`config.mk`:
```
export PLATFORM = sky130hd
export DESIGN_NAME = rail_dpd_seq
export DESIGN_NICKNAME = d
export VERILOG_FILES = /design/src/rtl/rail_dpd_pkg.sv /design/src/rtl/rail_dpd_cfg.sv /design/src/rtl/rail_dpd_bank.sv /design/src/rtl/rail_dpd_seq.sv
export SDC_FILE = /design/constraint.sdc
export NUM_CORES = 1
export LEC_CHECK = 0
export BUFFER_PORTS_ARGS = -buffer_cell sky130_fd_sc_hd__buf_2
export CORE_ASPECT_RATIO = 1.75
export CORE_MARGIN = 5
export CORE_UTILIZATION = 45
export DETAILED_ROUTE_END_ITERATION = 6
export MAX_ROUTING_LAYER = met4
export PLACE_DENSITY_LB_ADDON = 0.15
export SYNTH_ARGS = -nofsm -noshare
export SYNTH_HDL_FRONTEND = slang
export SYNTH_SLANG_ARGS = --single-unit
```
`constraint.sdc`:
```
create_clock -name clk -period 3.2 [get_ports clk]
set_clock_uncertainty 0.05 [all_clocks]
set_input_delay 0.16 -clock clk [delete_from_list [all_inputs] [get_ports clk]]
set_output_delay 0.16 -clock clk [all_outputs]
set_load 0.01 [all_outputs]
```
`src/rtl/rail_dpd_pkg.sv`:
```
package rail_dpd_pkg;
   // command field values (top two bits of a request word)
   typedef enum logic [1:0] {
      CMD_NONE  = 2'd0,
      CMD_LEAVE = 2'd1,
      CMD_ENTER = 2'd2,
      CMD_RSVD  = 2'd3
   } dpd_cmd_e;

   typedef enum logic {
      ENG_IDLE  = 1'b0,
      ENG_DWELL = 1'b1
   } eng_state_e;

   localparam int unsigned ADDR_SAMPLE = 0;
   localparam int unsigned ADDR_DWELL  = 1;
   localparam int unsigned ADDR_BANK0  = 2;   // request at 2+2b, status at 3+2b
endpackage

```
`src/rtl/rail_dpd_cfg.sv`:
```
module rail_dpd_cfg #(
   parameter int unsigned ADDR_W  = 3,
   parameter int unsigned DATA_W  = 32,
   parameter int unsigned TIMER_W = 16
) (
   input  logic               clk,
   input  logic               rst_n,
   input  logic               reg_wr,
   input  logic [ADDR_W-1:0]  reg_addr,
   input  logic [DATA_W-1:0]  reg_wdata,
   output logic               sample_en,
   output logic [TIMER_W-1:0] dwell
);
   import rail_dpd_pkg::*;

   initial begin : p_param_chk
      assert (TIMER_W <= DATA_W) else $error("dwell field wider than data word");
   end

   logic               samp_q;
   logic [TIMER_W-1:0] dwell_q;

   always_ff @(posedge clk or negedge rst_n) begin
      if (!rst_n) begin
         samp_q  <= 1'b0;
         dwell_q <= '0;
      end else if (reg_wr) begin
         if (reg_addr == ADDR_W'(ADDR_SAMPLE)) samp_q  <= reg_wdata[0];
         if (reg_addr == ADDR_W'(ADDR_DWELL))  dwell_q <= reg_wdata[TIMER_W-1:0];
      end
   end

   assign sample_en = samp_q;
   assign dwell     = dwell_q;

   // configuration only moves on a write
   assert_cfg_hold_R2: assert property (@(posedge clk) disable iff (!rst_n)
      !reg_wr |=> ($stable(dwell_q) && $stable(samp_q)));
endmodule

```
`src/rtl/rail_dpd_bank.sv`:
```
module rail_dpd_bank #(
   parameter int unsigned RAILS   = 30,
   parameter int unsigned TIMER_W = 16
) (
   input  logic               clk,
   input  logic               rst_n,
   input  logic               req_wr,
   input  logic [RAILS-1:0]   wr_sel,
   input  logic [1:0]         wr_cmd,
   input  logic               sample_en,
   input  logic [TIMER_W-1:0] dwell,
   output logic [RAILS-1:0]   req_sel,
   output logic [1:0]         req_cmd,
   output logic [RAILS-1:0]   stat,
   output logic [RAILS-1:0]   pd
);
   import rail_dpd_pkg::*;

   eng_state_e         st_q;
   logic [RAILS-1:0]   sel_q, lat_q, stat_q, pd_q;
   logic [1:0]         cmd_q;
   logic               enter_q;
   logic [TIMER_W-1:0] cnt_q;
   logic               go;
   logic               go_enter;
   logic [TIMER_W-1:0] load_val;

   always_comb begin
      go       = sample_en && ((cmd_q == CMD_ENTER) || (cmd_q == CMD_LEAVE));
      go_enter = (cmd_q == CMD_ENTER);
      load_val = (dwell == '0) ? TIMER_W'(1) : dwell;
   end

   always_ff @(posedge clk or negedge rst_n) begin
      if (!rst_n) begin
         st_q    <= ENG_IDLE;
         sel_q   <= '0;
         cmd_q   <= CMD_NONE;
         lat_q   <= '0;
         enter_q <= 1'b0;
         cnt_q   <= '0;
         stat_q  <= '0;
         pd_q    <= '0;
      end else begin
         unique case (st_q)
            ENG_IDLE: begin
               if (go) begin
                  lat_q   <= sel_q;
                  enter_q <= go_enter;
                  pd_q    <= go_enter ? (pd_q | sel_q) : (pd_q & ~sel_q);
                  cnt_q   <= load_val;
                  st_q    <= ENG_DWELL;
               end
               if (req_wr) begin
                  sel_q <= wr_sel;
                  cmd_q <= wr_cmd;
               end
            end
            ENG_DWELL: begin
               if (cnt_q == TIMER_W'(1)) begin
                  stat_q <= enter_q ? (stat_q | lat_q) : (stat_q & ~lat_q);
                  cmd_q  <= CMD_NONE;
                  cnt_q  <= '0;
                  st_q   <= ENG_IDLE;
               end else begin
                  cnt_q <= cnt_q - TIMER_W'(1);
               end
            end
            default: st_q <= ENG_IDLE;
         endcase
      end
   end

   assign req_sel = sel_q;
   assign req_cmd = cmd_q;
   assign stat    = stat_q;
   assign pd      = pd_q;

   // status never moves while the engine is idle
   assert_stat_only_after_dwell_R5: assert property (@(posedge clk) disable iff (!rst_n)
      (st_q == ENG_IDLE) |=> $stable(stat_q));
   // last dwell cycle leaves the command idle and keeps the mask
   assert_cmd_cleared_R7: assert property (@(posedge clk) disable iff (!rst_n)
      (st_q == ENG_DWELL && cnt_q == TIMER_W'(1)) |=> (cmd_q == CMD_NONE && $stable(sel_q)));
   // nothing starts with sampling off
   assert_hold_when_disabled_R4: assert property (@(posedge clk) disable iff (!rst_n)
      (!sample_en && st_q == ENG_IDLE) |=> (st_q == ENG_IDLE && $stable(pd_q)));
   // control and status agree whenever no request is in flight
   assert_ctrl_stat_agree_R8: assert property (@(posedge clk) disable iff (!rst_n)
      (st_q == ENG_IDLE) |-> (pd_q == stat_q));
   // a running dwell never holds a zero count
   assert_dwell_nonzero_R6: assert property (@(posedge clk) disable iff (!rst_n)
      (st_q == ENG_DWELL) |-> (cnt_q != '0));
   // the request word stays put during the dwell except for the clear
   assert_busy_write_ignored_R10: assert property (@(posedge clk) disable iff (!rst_n)
      (st_q == ENG_DWELL && cnt_q != TIMER_W'(1)) |=> ($stable(sel_q) && $stable(cmd_q)));
endmodule

```
`src/rtl/rail_dpd_seq.sv`:
```
module rail_dpd_seq #(
   parameter int unsigned NUM_BANKS = 2,
   parameter int unsigned RAILS     = 30,
   parameter int unsigned ADDR_W    = 3,
   parameter int unsigned DATA_W    = 32,
   parameter int unsigned TIMER_W   = 16
) (
   input  logic                       clk,
   input  logic                       rst_n,
   input  logic                       reg_wr,
   input  logic [ADDR_W-1:0]          reg_addr,
   input  logic [DATA_W-1:0]          reg_wdata,
   output logic [DATA_W-1:0]          reg_rdata,
   output logic [NUM_BANKS*RAILS-1:0] rail_pd,
   output logic [NUM_BANKS*RAILS-1:0] rail_stat
);
   import rail_dpd_pkg::*;

   localparam int unsigned CMD_LSB = DATA_W - 2;
   localparam int unsigned PAD_W   = DATA_W - RAILS;

   initial begin : p_param_chk
      assert (RAILS + 2 <= DATA_W) else $error("rail mask overlaps command field");
      assert (ADDR_BANK0 + 2*NUM_BANKS <= (1 << ADDR_W)) else $error("address space too small");
      assert (NUM_BANKS >= 1) else $error("need at least one bank");
   end

   logic               sample_en;
   logic [TIMER_W-1:0] dwell;
   logic [RAILS-1:0]   b_sel  [NUM_BANKS];
   logic [1:0]         b_cmd  [NUM_BANKS];
   logic [RAILS-1:0]   b_stat [NUM_BANKS];

   rail_dpd_cfg #(.ADDR_W(ADDR_W), .DATA_W(DATA_W), .TIMER_W(TIMER_W)) u_cfg (
      .clk       (clk),
      .rst_n     (rst_n),
      .reg_wr    (reg_wr),
      .reg_addr  (reg_addr),
      .reg_wdata (reg_wdata),
      .sample_en (sample_en),
      .dwell     (dwell)
   );

   for (genvar b = 0; b < NUM_BANKS; b++) begin : g_bank
      logic bank_wr;
      assign bank_wr = reg_wr && (reg_addr == ADDR_W'(ADDR_BANK0 + 2*b));

      rail_dpd_bank #(.RAILS(RAILS), .TIMER_W(TIMER_W)) u_bank (
         .clk       (clk),
         .rst_n     (rst_n),
         .req_wr    (bank_wr),
         .wr_sel    (reg_wdata[RAILS-1:0]),
         .wr_cmd    (reg_wdata[CMD_LSB +: 2]),
         .sample_en (sample_en),
         .dwell     (dwell),
         .req_sel   (b_sel[b]),
         .req_cmd   (b_cmd[b]),
         .stat      (b_stat[b]),
         .pd        (rail_pd[b*RAILS +: RAILS])
      );
      assign rail_stat[b*RAILS +: RAILS] = b_stat[b];
   end

   always_comb begin
      reg_rdata = '0;
      if (reg_addr == ADDR_W'(ADDR_SAMPLE))
         reg_rdata = {{(DATA_W-1){1'b0}}, sample_en};
      else if (reg_addr == ADDR_W'(ADDR_DWELL))
         reg_rdata = DATA_W'(dwell);
      for (int b = 0; b < NUM_BANKS; b++) begin
         if (reg_addr == ADDR_W'(ADDR_BANK0 + 2*b)) begin
            reg_rdata = '0;
            reg_rdata[RAILS-1:0]   = b_sel[b];
            reg_rdata[CMD_LSB +: 2] = b_cmd[b];
         end
         if (reg_addr == ADDR_W'(ADDR_BANK0 + 2*b + 1))
            reg_rdata = {{PAD_W{1'b0}}, b_stat[b]};
      end
   end
endmodule

```
==> impl_metrics.py, run 1 <==
metrics = {
    "run_status": {
        "run_status": "completed",
    },
    "critical_path": {
        "maximum_fanout_along_the_worst_path": 17,
        "critical_path_class": "flip-flop to flip-flop",
        "timing.rr.end": "g_bank[0].u_bank.cnt_q[3]",
        "endpoint_kind": "flip-flop",
        "cp-start-kind": "flip-flop",
        "cp.buffers_inverters": 1,
        "worst_reg_to_reg_cells": 7,
        "critPathArrivalTime_ps": 2780,
        "cpMaxStageDelayCell": "sky130_fd_sc_hd__nand2_1",
        "slowest_delay_ps": 520,
        "reg2reg_from": "g_bank[0].u_bank.cnt_q[1]",
        "setup.reg_to_reg.worst_slack_ps": 800,
        "critPathRequiredTime_ps": 3580,
        "cpLargestDelayFamily": "simple AND/OR/NAND/NOR gates",
        "critical_path.cell_chain": "inv_1, ha_1, nor4b_1, nand4_1, nand2_1, o21ai_0, a221o_1",
    },
    "logic_synthesis": {
        "synth.net_count": 1169,
        "synth_enable_flop_cells": 0,
        "synth-main-ff-cell": "sky130_fd_sc_hd__dfrtp_1",
        "cell_variety_after_synth": 51,
        "yosysSeqAreaShare_pct": 56.4,
        "synthCells": 1125,
        "number_of_warnings_printed_during_yosys_synthesis": 0,
        "synth_area_um2": 13200,
        "syn_area_per_cell_um2": 11.7,
        "top_post_synthesis_cells_by_area": "sky130_fd_sc_hd__dfrtp_1 (56%), sky130_fd_sc_hd__mux2_2 (17%), sky130_fd_sc_hd__nand2_1 (7.7%)",
        "post_synth_top_area_cell": "sky130_fd_sc_hd__dfrtp_1",
        "synth.ff_latch_count": 297,
        "netlist.area_leader.share_pct": 56.4,
        "async_flop_share_pct": 100,
    },
    "timing": {
        "fin_tns_setup_ps": 0,
        "slew_at_the_pin_with_the_worst_max_slew_slack_ps": 1100,
        "max_freq_mhz": 417,
        "report.final.slew_viol_count": 0,
        "final_hold_viol_count": 0,
        "max_slew_margin_pct": 26.6,
        "setup_violations": 0,
        "holdWs_ps": 135,
        "grt_setup_unrepaired": "false",
        "post-route-period-util_pct": 74.9,
        "final_period_minus_worst_setup_slack_ps": 2400,
    },
    "finish": {
        "final_core_util_pct": 54.1,
        "fill_cells": 2619,
        "leading_cell_types_in_the_layout_fill_and_taps_excluded": "sky130_fd_sc_hd__dfrtp_1 (297), sky130_fd_sc_hd__nand2_1 (269), sky130_fd_sc_hd__mux2_2 (201)",
        "mostFrequentLayoutCell": "sky130_fd_sc_hd__dfrtp_1",
        "final-instance-count-excl-fill": 1735,
        "design.final.nets": 1377,
        "syn_to_final_growth_pct": 19.8,
        "final_layout_size_suffix_gt1_share_pct": 34.4,
    },
    "clock_network": {
        "path_clk_slew_ps": 70,
        "clk_root_buffer_cell": "sky130_fd_sc_hd__clkbuf_16",
        "clock_latency_ps": 560,
        "cts_buffers": 27,
        "clock_sinks": 297,
        "clk_path_buf_depth": 3,
        "cts_htree_levels": 1,
        "cts-resized-gates": 0,
        "tritoncts": "done",
    },
    "routing": {
        "drt_drc_violations_left": 0,
        "routed_via_density": 5.54,
        "drtAntennaViolNets": 0,
        "route.vias.total": 9610,
        "drt-pass1-iter-count": 5,
        "detail_route.wl_per_cell_um": 23.3,
        "route.final.wire_length_um": 40400,
        "detail_route.iter0.violations": 462,
    },
    "place": {
        "portBuffers": 189,
        "hpwl_um": 28800,
        "dp.cells": 1653,
        "gp_routability_congestion": 0.882,
    },
    "grt": {
        "grtUsageTotal_pct": 25.0,
        "global_route.overflow_total": 0,
        "grt_max_degree": 90,
        "antenna_violations_before_repair": 2,
        "grt_pass1_wl_um": 62200,
        "grt_pass1_vias": 10400,
    },
    "floorplan": {
        "placementRows": 83,
        "die-height_um": 236,
        "floorplan.initialDensity_pct": 45.1,
        "core_region_area_um2": 29200,
        "design.die.area_um2": 32900,
        "die-width_um": 139,
        "top_level_ports": 190,
    },
    "power_and_ir_drop": {
        "irDropWorstVdd_mv": 0.469,
        "power.density_cell_area_nw_per_um2": 825,
        "total_power_mw": 13.0,
        "power.leakage_nw": 7.99,
    },
    "run": {
        "cap_viol_max_count": 0,
    },
    "min_path": {
        "holdCritPathClass": "primary input to async pin",
    },
}
==> synthesized netlist by cell type, types with 3 or more instances <==
cell type / instances
sky130_fd_sc_hd__mux2i_1: 49
sky130_fd_sc_hd__nor3_1: 14
sky130_fd_sc_hd__dfrtp_1: 297
sky130_fd_sc_hd__buf_1: 3
sky130_fd_sc_hd__buf_2: 15
sky130_fd_sc_hd__nor3_2: 3
sky130_fd_sc_hd__xnor2_1: 7
sky130_fd_sc_hd__buf_4: 6
sky130_fd_sc_hd__o21ai_0: 25
sky130_fd_sc_hd__mux2_2: 201
sky130_fd_sc_hd__mux2_1: 11
sky130_fd_sc_hd__clkbuf_1: 39
sky130_fd_sc_hd__nand4_1: 3
sky130_fd_sc_hd__nor2_1: 18
sky130_fd_sc_hd__o22ai_1: 37
sky130_fd_sc_hd__a22oi_1: 24
sky130_fd_sc_hd__nor3b_1: 3
sky130_fd_sc_hd__nor2b_1: 5
sky130_fd_sc_hd__a221o_1: 11
sky130_fd_sc_hd__or3_1: 4
sky130_fd_sc_hd__ha_1: 6
sky130_fd_sc_hd__nand3_1: 7
sky130_fd_sc_hd__nor4_1: 11
sky130_fd_sc_hd__o31ai_1: 4
sky130_fd_sc_hd__inv_1: 9
sky130_fd_sc_hd__nand2_1: 269
sky130_fd_sc_hd__nand2b_1: 7
sky130_fd_sc_hd__a21oi_1: 7
==> worst reg2reg max path: stages (launching register included) <==
cell	delay, ps
sky130_fd_sc_hd__dfrtp_1	390
sky130_fd_sc_hd__inv_1	100
sky130_fd_sc_hd__ha_1	150
sky130_fd_sc_hd__nor4b_1	240
sky130_fd_sc_hd__nand4_1	280
sky130_fd_sc_hd__nand2_1	520
sky130_fd_sc_hd__o21ai_0	210
sky130_fd_sc_hd__a221o_1	340
==> layer usage <==
layer,vias up,track usage [%],wire length [µm]
met2,269,44.9,22100
met5,-,-,0
li1,4366,-,-
met4,0,11.7,2180
met1,4884,26.8,14200
met3,91,3.73,1890
==> through the flow <==
step | setup WS [ps] | area, µm²
floorplan | 1120 | 13200
global placement | 876 | 14600
detailed placement | 841 | 14600
CTS | 821 | 15800
global route | 647 | 15800
finish | 802 | 15800
==> report_power, final <==
part,internal (mW),switching [mW]
combinational,1.68,1.94
sequential,4.97,1.17
clock,1.83,1.43
total,8.48,4.54
==> how the worst max path moves through the flow <==
stage | depth (start not counted) | from | to | slack (ps)
3_3_place_gp | 7 | g_bank[1].u_bank.req_cmd[0] | flip-flop | 880
2_1_floorplan | 8 | g_bank[1].u_bank.req_cmd[0] | flip-flop | 1120
6_report | 7 | g_bank[0].u_bank.cnt_q[1] | g_bank[0].u_bank.cnt_q[3] | 800
4_1_cts | 7 | g_bank[0].u_bank.cnt_q[1] | g_bank[0].u_bank.cnt_q[3] | 820
5_1_grt | 8 | g_bank[1].u_bank.cnt_q[1] | flip-flop | 650
3_5_place_dp | 7 | g_bank[0].u_bank.cnt_q[1] | g_bank[0].u_bank.cnt_q[3] | 840
==> layout make-up <==
class | instances | area, µm² | area share (%)
clock buffers | 41 | 818 | 5.18
multi-input cells | 755 | 5440 | 34.4
inverters | 9 | 33.8 | 0.214
flip-flops and latches | 297 | 7430 | 47.1
repair buffers | 243 | 1520 | 9.64
diodes | 2 | 5.00 | 0.0317
well taps | 382 | 478 | 3.03
clock inverters | 6 | 58.8 | 0.373
==> kinds of logic after synthesis <==
| logic type | after synthesis | share of synthesized area (%) |
|---|---|---|
| AO/OA/AOI/OAI | 120 | 6.19 |
| flip-flops | 297 | 56.4 |
| XOR/XNOR | 9 | 0.598 |
| adder cells (fa/ha/maj) | 6 | 0.570 |
| multiplexers | 262 | 22.0 |
| AND/OR/NAND/NOR | 358 | 11.8 |
| buffers and inverters | 73 | 2.45 |
==> repair_timing <==
| item | CTS | global route |
|---|---|---|
| endpoints found under the hold margin | 167 | 0 |
| hold buffers | 33 | 0 |
| buffers inserted | 0 | 0 |
No activity file was read; power rests on OpenSTA's default activity.
==> run 2, diff against run 1 <==
==> constraint.sdc (replaced) <==
create_clock -name clk -period 2.4 [get_ports clk]
set_clock_uncertainty 0.05 [all_clocks]
set_input_delay 0.12 -clock clk [delete_from_list [all_inputs] [get_ports clk]]
set_output_delay 0.12 -clock clk [all_outputs]
set_load 0.01 [all_outputs]
==> run 2 against run 1 <==
Compared with the run above: critical path depth increased by 1; non-clock buffer count increased by 21; design area increased by 2.1%; wire length increased by 1.8%; critical endpoint is now g_bank[0].u_bank.cnt_q[10]; sequential power increased by 33%; largest cell class unchanged; largest power group unchanged; critical path type unchanged; power increased by 38%; global-route usage increased by 0.67 points; worst setup slack got worse by 610 ps.
==> impl_metrics.py, run 2 (synthesized netlist as in run 1, its figures left out) <==
metrics = {
    "run_status": {
        "run_status": "completed",
    },
    "finish": {
        "final_layout_size_suffix_gt1_share_pct": 35.7,
        "design.final.nets": 1399,
        "mostFrequentLayoutCell": "sky130_fd_sc_hd__dfrtp_1",
        "layout.cell_area.non_filler_um2": 16100,
        "syn_to_final_growth_pct": 22.3,
        "ff_latch_area_um2": 7430,
        "leading_cell_types_in_the_layout_fill_and_taps_excluded": "sky130_fd_sc_hd__dfrtp_1 (297), sky130_fd_sc_hd__nand2_1 (269), sky130_fd_sc_hd__mux2_2 (201)",
        "multi_input_comb_area_um2": 5440,
        "fill_cells": 2560,
    },
    "floorplan": {
        "top_level_ports": 190,
        "die-width_um": 139,
        "floorplan.initialDensity_pct": 45.1,
        "die-height_um": 236,
        "core_region_area_um2": 29200,
        "design.die.area_um2": 32900,
        "placementRows": 83,
    },
    "place": {
        "hpwl_um": 30000,
        "gp_routability_congestion": 0.916,
        "postPlaceCellArea_um2": 14800,
        "portBuffers": 189,
    },
    "clock_network": {
        "cts_buffers": 28,
        "clock_sinks": 297,
        "path_clk_slew_ps": 70,
        "cts_htree_levels": 1,
        "buffer_count_from_post_cts_setup_fixing": 0,
        "clk_root_buffer_cell": "sky130_fd_sc_hd__clkbuf_16",
        "clk_path_buf_depth": 3,
        "clock_latency_ps": 560,
        "tritoncts": "done",
    },
    "routing": {
        "drtAntennaViolNets": 0,
        "route.final.wire_length_um": 41100,
        "route.vias.total": 9672,
        "drt-pass1-iter-count": 5,
        "detail_route.wl_per_cell_um": 23.4,
        "drt_drc_violations_left": 0,
        "routed_via_density": 5.50,
        "detail_route.iter0.violations": 539,
    },
    "timing": {
        "fin_tns_setup_ps": 0,
        "max_slew_margin_pct": 33.0,
        "final_period_minus_worst_setup_slack_ps": 2210,
        "grt_setup_unrepaired": "false",
        "final_hold_viol_count": 0,
        "max_freq_mhz": 453,
        "report.final.slew_viol_count": 0,
        "post-route-period-util_pct": 91.9,
        "setup_violations": 0,
        "slew_at_the_pin_with_the_worst_max_slew_slack_ps": 1000,
    },
    "critical_path": {
        "critPathRequiredTime_ps": 2760,
        "slowest_delay_ps": 480,
        "cpLargestDelayFamily": "simple AND/OR/NAND/NOR gates",
        "critPathArrivalTime_ps": 2570,
        "cpMaxStageDelayCell": "sky130_fd_sc_hd__or3b_2",
        "critPathLaunch": "g_bank[0].u_bank.cnt_q[0]",
        "critical_path.cell_chain": "inv_1, ha_1, or3b_2, nor3_1, buf_4, nand3b_1, xor2_1, o22ai_1",
        "endpoint_kind": "flip-flop",
        "critical_path_class": "flip-flop to flip-flop",
        "maximum_fanout_along_the_worst_path": 5,
        "cp.buffers_inverters": 2,
        "worst_reg_to_reg_cells": 8,
        "setup.reg_to_reg.worst_slack_ps": 190,
        "reg2reg_from": "g_bank[0].u_bank.cnt_q[0]",
        "cp-start-kind": "flip-flop",
        "timing.rr.end": "g_bank[0].u_bank.cnt_q[10]",
    },
    "grt": {
        "global_route.overflow_total": 0,
        "grtUsageTotal_pct": 25.6,
        "antenna_violations_before_repair": 2,
        "grt_pass1_wl_um": 63500,
        "grt_max_degree": 84,
        "grt_pass1_vias": 10419,
    },
    "power_and_ir_drop": {
        "p_comb_share_pct": 28.1,
        "irDropWorstVdd_mv": 0.757,
        "p_sw_mw": 6.15,
        "pwr-share-seq_pct": 45.5,
        "internal-power_mw": 11.8,
        "power.density_cell_area_nw_per_um2": 1110,
        "power.switching_fraction_pct": 34.3,
        "power.leakage_nw": 8.15,
        "clockPowerShare_pct": 26.4,
    },
    "min_path": {
        "holdCritPathClass": "primary input to async pin",
    },
    "run": {
        "cap_viol_max_count": 0,
    },
}
==> run 2: changes by cell type in the layout (fill, tap and decap cells not counted), sizes merged <==
cell / before / now
clkbuf: 41 / 35
dlygate4sd3: 33 / 34
clkinvlp: 0 / 1
buf: 210 / 230
bufinv: 1 / 4
clkinv: 4 / 8
==> run 2: per-layer routing <==
metal / up-vias / part of all wire, % / global-route usage (%)
li1: 4419 / - / -
met1: 4876 / 35 / 27.2
met2: 281 / 55 / 46.6
met3: 96 / 4.8 / 3.85
met4: 0 / 5.4 / 11.7
met5: - / 0 / -
==> run 2: final cells by class <==
| cell class | count | area share (%) |
|---|---|---|
| timing repair buffer | 264 | 10.9 |
| antenna | 2 | 0.0311 |
| clock inverter | 14 | 1.12 |
| clock buffer | 35 | 4.89 |
| tap | 382 | 2.97 |
| inverter | 9 | 0.210 |
| sequential | 297 | 46.1 |
| multi-input combinational | 755 | 33.8 |
==> run 2: power groups by stage <==
stage / clock (mW) / combinational [mW] / sequential [mW]
3_5_place_dp: 0 / 5.04 / 8.25
6_report: 4.72 / 5.04 / 8.15
2_1_floorplan: 0 / 3.21 / 7.79
3_3_place_gp: 0 / 4.96 / 8.20
4_1_cts: 4.83 / 5.10 / 8.17
5_1_grt: 5.03 / 5.57 / 8.38
==> run 2: per-stage QoR <==
stage | hold WS (ps) | setup WS, ps | std cells | utilization (%) | power [mW]
after floorplan | -226 | 317 | 1125 | - | 11.0
after global placement | 42.0 | 170 | 1673 | 50.7 | 13.2
after detailed placement | 45.7 | 181 | 1673 | 50.7 | 13.3
after CTS | 23.7 | 172 | 1756 | 55.2 | 18.1
after global routing | 66.1 | 36.9 | 1758 | 55.2 | 19.0
final | 40.3 | 195 | 1758 | 55.2 | 17.9
==> run 2: worst max path at each step <==
stage / end / slack (ps) / cells past startpoint
floorplan: flip-flop / 320 / 8
global placement: g_bank[0].u_bank.cnt_q[10] / 170 / 8
detailed placement: g_bank[0].u_bank.cnt_q[10] / 180 / 8
CTS: g_bank[0].u_bank.cnt_q[10] / 170 / 8
global route: g_bank[0].u_bank.cnt_q[10] / 40 / 8
finish: g_bank[0].u_bank.cnt_q[10] / 190 / 8
==> run 2: worst reg2reg max path: stages (launching register included) <==
cell and delay (ps):
sky130_fd_sc_hd__dfrtp_1 430, sky130_fd_sc_hd__inv_1 90, sky130_fd_sc_hd__ha_1 210, sky130_fd_sc_hd__or3b_2 490, sky130_fd_sc_hd__nor3_1 260, sky130_fd_sc_hd__buf_4 190, sky130_fd_sc_hd__nand3b_1 90, sky130_fd_sc_hd__xor2_1 150
sky130_fd_sc_hd__o22ai_1 90
==> run 2: timing repair <==
action	CTS	global route
gates resized for setup	0	1
hold buffers	34	0
endpoints found under the hold margin	378	0
endpoints found under the setup margin	0	2
==> run 3, diff against run 2 <==
--- a/config.mk
+++ b/config.mk
@@ -14,4 +14,5 @@
 export PLACE_DENSITY_LB_ADDON = 0.15
 export SYNTH_ARGS = -nofsm -noshare
 export SYNTH_HDL_FRONTEND = slang
+export SYNTH_HIERARCHICAL = 1
 export SYNTH_SLANG_ARGS = --single-unit
==> run 3 against run 2 <==
Compared with the run above: the run now ends with hold timing left; utilization fell by 1.1 points; area after synthesis rose by 7.5%; global-route usage fell by 0.18 points; clock power fell by 3%; register-to-register slack improved by 70 ps; combinational power rose by 17%; count of clock-buffer cells in the layout rose by 12; wire length rose by 6.3%.
==> impl_metrics.py, run 3 <==
metrics = {
    "run_status": {
        "run_status": "finished, violations left",
        "violations": "hold timing",
    },
    "clock_network": {
        "cts_htree_levels": 1,
        "clk_root_buffer_cell": "sky130_fd_sc_hd__clkbuf_16",
        "clk_path_buf_depth": 3,
        "cts-resized-gates": 0,
        "clock_sinks": 297,
        "clock_latency_ps": 580,
        "cts_buffers": 30,
        "tritoncts": "done",
        "path_clk_slew_ps": 70,
    },
    "timing": {
        "max_freq_mhz": 469,
        "max_slew_margin_pct": 23.8,
        "report.final.slew_viol_count": 0,
        "post-route-period-util_pct": 88.8,
        "slew_at_the_pin_with_the_worst_max_slew_slack_ps": 1140,
        "final_hold_viol_count": 2,
        "fin_tns_setup_ps": 0,
        "holdWs_ps": -2.38,
        "setup_violations": 0,
        "final_period_minus_worst_setup_slack_ps": 2130,
        "grt_setup_unrepaired": "false",
    },
    "logic_synthesis": {
        "synthCells": 1182,
        "synth_simple_gate_area_share_pct": 14.1,
        "yosysSeqAreaShare_pct": 52.5,
        "synth_compound_gate_area_share_pct": 7.51,
        "synth.ff_latch_count": 297,
        "synth-main-ff-cell": "sky130_fd_sc_hd__dfrtp_1",
        "number_of_warnings_printed_during_yosys_synthesis": 6,
        "synth.net_count": 1226,
        "synth_mux_area_share_pct": 21.1,
        "synth_fa_ha_area_share_pct": 0.530,
        "netlist.area_leader.share_pct": 52.5,
        "synth.most_common_cell": "sky130_fd_sc_hd__dfrtp_1",
        "cell_variety_after_synth": 58,
        "synth_top_cells_by_count": "sky130_fd_sc_hd__dfrtp_1 (297), sky130_fd_sc_hd__nand2_1 (216), sky130_fd_sc_hd__mux2_2 (138), sky130_fd_sc_hd__mux2_4 (66), sky130_fd_sc_hd__nand3_1 (50)",
        "post_synth_top_area_cell": "sky130_fd_sc_hd__dfrtp_1",
        "synth_area_um2": 14200,
        "synth_top_family_by_area": "multiplexers",
        "synth_enable_flop_cells": 0,
        "top_post_synthesis_cells_by_area": "sky130_fd_sc_hd__dfrtp_1 (52%), sky130_fd_sc_hd__mux2_2 (11%), sky130_fd_sc_hd__mux2_4 (7.0%)",
        "synth-xor-area-share_pct": 0.495,
        "async_flop_share_pct": 100,
        "syn_area_per_cell_um2": 12.0,
    },
    "power_and_ir_drop": {
        "total_power_mw": 18.9,
        "internal-power_mw": 12.0,
        "power.leakage_nw": 8.39,
        "power.density_cell_area_nw_per_um2": 1110,
        "clockPowerShare_pct": 24.3,
        "p_sw_mw": 6.90,
        "irDropWorstVdd_mv": 0.706,
        "pwr-share-seq_pct": 44.6,
        "p_comb_share_pct": 31.1,
        "power.switching_fraction_pct": 36.5,
    },
    "finish": {
        "design.final.nets": 1455,
        "final_core_util_pct": 54.2,
        "leading_cell_types_in_the_layout_fill_and_taps_excluded": "sky130_fd_sc_hd__dfrtp_1 (297), sky130_fd_sc_hd__nand2_1 (216), sky130_fd_sc_hd__buf_2 (188)",
        "final_layout_size_suffix_gt1_share_pct": 38.0,
        "ff_latch_area_um2": 7430,
        "mostFrequentLayoutCell": "sky130_fd_sc_hd__dfrtp_1",
        "syn_to_final_growth_pct": 19.7,
        "fill_cells": 2772,
        "multi_input_comb_area_um2": 6220,
        "diodes": 0,
    },
    "routing": {
        "routed_via_density": 5.66,
        "route.final.wire_length_um": 43700,
        "detail_route.iter0.violations": 731,
        "drtAntennaViolNets": 0,
        "route.vias.total": 10358,
        "drt-pass1-iter-count": 5,
        "detail_route.wl_per_cell_um": 23.9,
        "drt_drc_violations_left": 0,
    },
    "floorplan": {
        "floorplan.initialDensity_pct": 45.2,
        "die-height_um": 245,
        "die-width_um": 144,
        "placementRows": 86,
        "core_region_area_um2": 31300,
        "design.die.area_um2": 35300,
        "top_level_ports": 190,
    },
    "grt": {
        "grt_pass1_wl_um": 66900,
        "grtUsageTotal_pct": 25.5,
        "global_route.overflow_total": 0,
        "grt_max_degree": 70,
        "grt_pass1_vias": 11090,
        "antenna_violations_before_repair": 0,
    },
    "min_path": {
        "holdCritPathClass": "primary input to async pin",
    },
    "place": {
        "gp_routability_congestion": 0.920,
        "portBuffers": 189,
        "hpwl_um": 31400,
    },
    "critical_path": {
        "cp-start-kind": "flip-flop",
        "critical_path_class": "flip-flop to flip-flop",
        "critPathRequiredTime_ps": 2810,
        "critPathArrivalTime_ps": 2540,
        "maximum_fanout_along_the_worst_path": 15,
        "endpoint_kind": "flip-flop",
    },
    "run": {
        "cap_viol_max_count": 0,
    },
}
[run 3: cell count changes after synthesis, moves of 13 or more]
cell / change
sky130_fd_sc_hd__o211ai_1: +13
sky130_fd_sc_hd__mux2_2: -63
sky130_fd_sc_hd__mux2_4: +66
sky130_fd_sc_hd__nand3_1: +43
sky130_fd_sc_hd__nand2_1: -53
sky130_fd_sc_hd__nand3_2: +16
sky130_fd_sc_hd__nand4_1: +15
sky130_fd_sc_hd__o22ai_1: -23
[run 3: worst max-delay path, stage by stage, from the launching register on]
cell	delay, ps
sky130_fd_sc_hd__dfrtp_1	400
sky130_fd_sc_hd__ha_1	300
sky130_fd_sc_hd__nor2b_1	60
sky130_fd_sc_hd__nor2_1	850
sky130_fd_sc_hd__o221ai_1	210
sky130_fd_sc_hd__o311ai_1	130
[run 3: per-stage QoR]
stage | area, µm² | hold slack [ps] | instances | worst slack, ps
after floorplan | 14200 | -226 | 1182 | 321
after global placement | 15700 | 9.43 | 1741 | 342
after detailed placement | 15700 | 11.3 | 1741 | 310
after CTS | 17000 | 0.510 | 1829 | 270
after global routing | 17000 | 25.8 | 1829 | 70.2
final | 17000 | -2.38 | 1829 | 269
[run 3: per-layer routing]
layer	global-route usage (%)	part of all wire, %	wire length (µm)	vias to the layer above
met1	29.8	38	16700	5254
li1	-	-	-	4698
met2	44.9	53	23200	319
met3	2.71	4.7	2070	87
met5	-	0	0	-
met4	9.20	3.8	1670	0
[run 3: worst paths after layout]
| path | startpoint | end | slack, ps | cells past startpoint |
|---|---|---|---|---|
| min reg2reg | g_bank[0].u_bank/lat_q[21] | g_bank[0].u_bank/lat_q[21] | 420 | 2 |
| max reg2reg | g_bank[1].u_bank/req_cmd[1] | g_bank[1].u_bank/cnt_q[15] | 270 | 5 |
| min in group clk | reg_addr[1] | u_cfg/sample_en | 160 | 3 |
| min | rst_n | g_bank[1].u_bank/cnt_q[8] | -2 | 2 |
| max | g_bank[1].u_bank/req_cmd[1] | g_bank[1].u_bank/cnt_q[15] | 270 | 5 |
| max in group asynchronous | rst_n | async pin | 1570 | 3 |
[run 3: area by class of cell]
class	instances	area share, %
Clock buffer	47	5.33
Clock inverter	7	0.332
Inverter	19	0.420
Multi-Input combinational cell	788	36.6
Sequential cell	297	43.8
Tap cell	396	2.92
Timing Repair Buffer	275	10.5
[run 3: logic make-up after synthesis]
group,after synthesis
flops,297
compound gates,139
xor+xnor,8
simple gates,388
buf+inv,97
fa+ha+maj,6
mux,247
[run 3: what timing repair did]
item	in CTS	in global routing
buffers inserted	0	0
endpoints found under the hold margin	378	0
hold buffers	34	0
[run 3: power groups by stage]
stage / registers (mW) / clock network [mW] / logic [mW]
floorplan: 8.15 / 0 / 3.62
global placement: 8.48 / 0 / 5.79
detailed placement: 8.53 / 0 / 5.89
CTS: 8.45 / 4.68 / 5.96
global route: 8.66 / 4.90 / 6.48
finish: 8.42 / 4.60 / 5.88
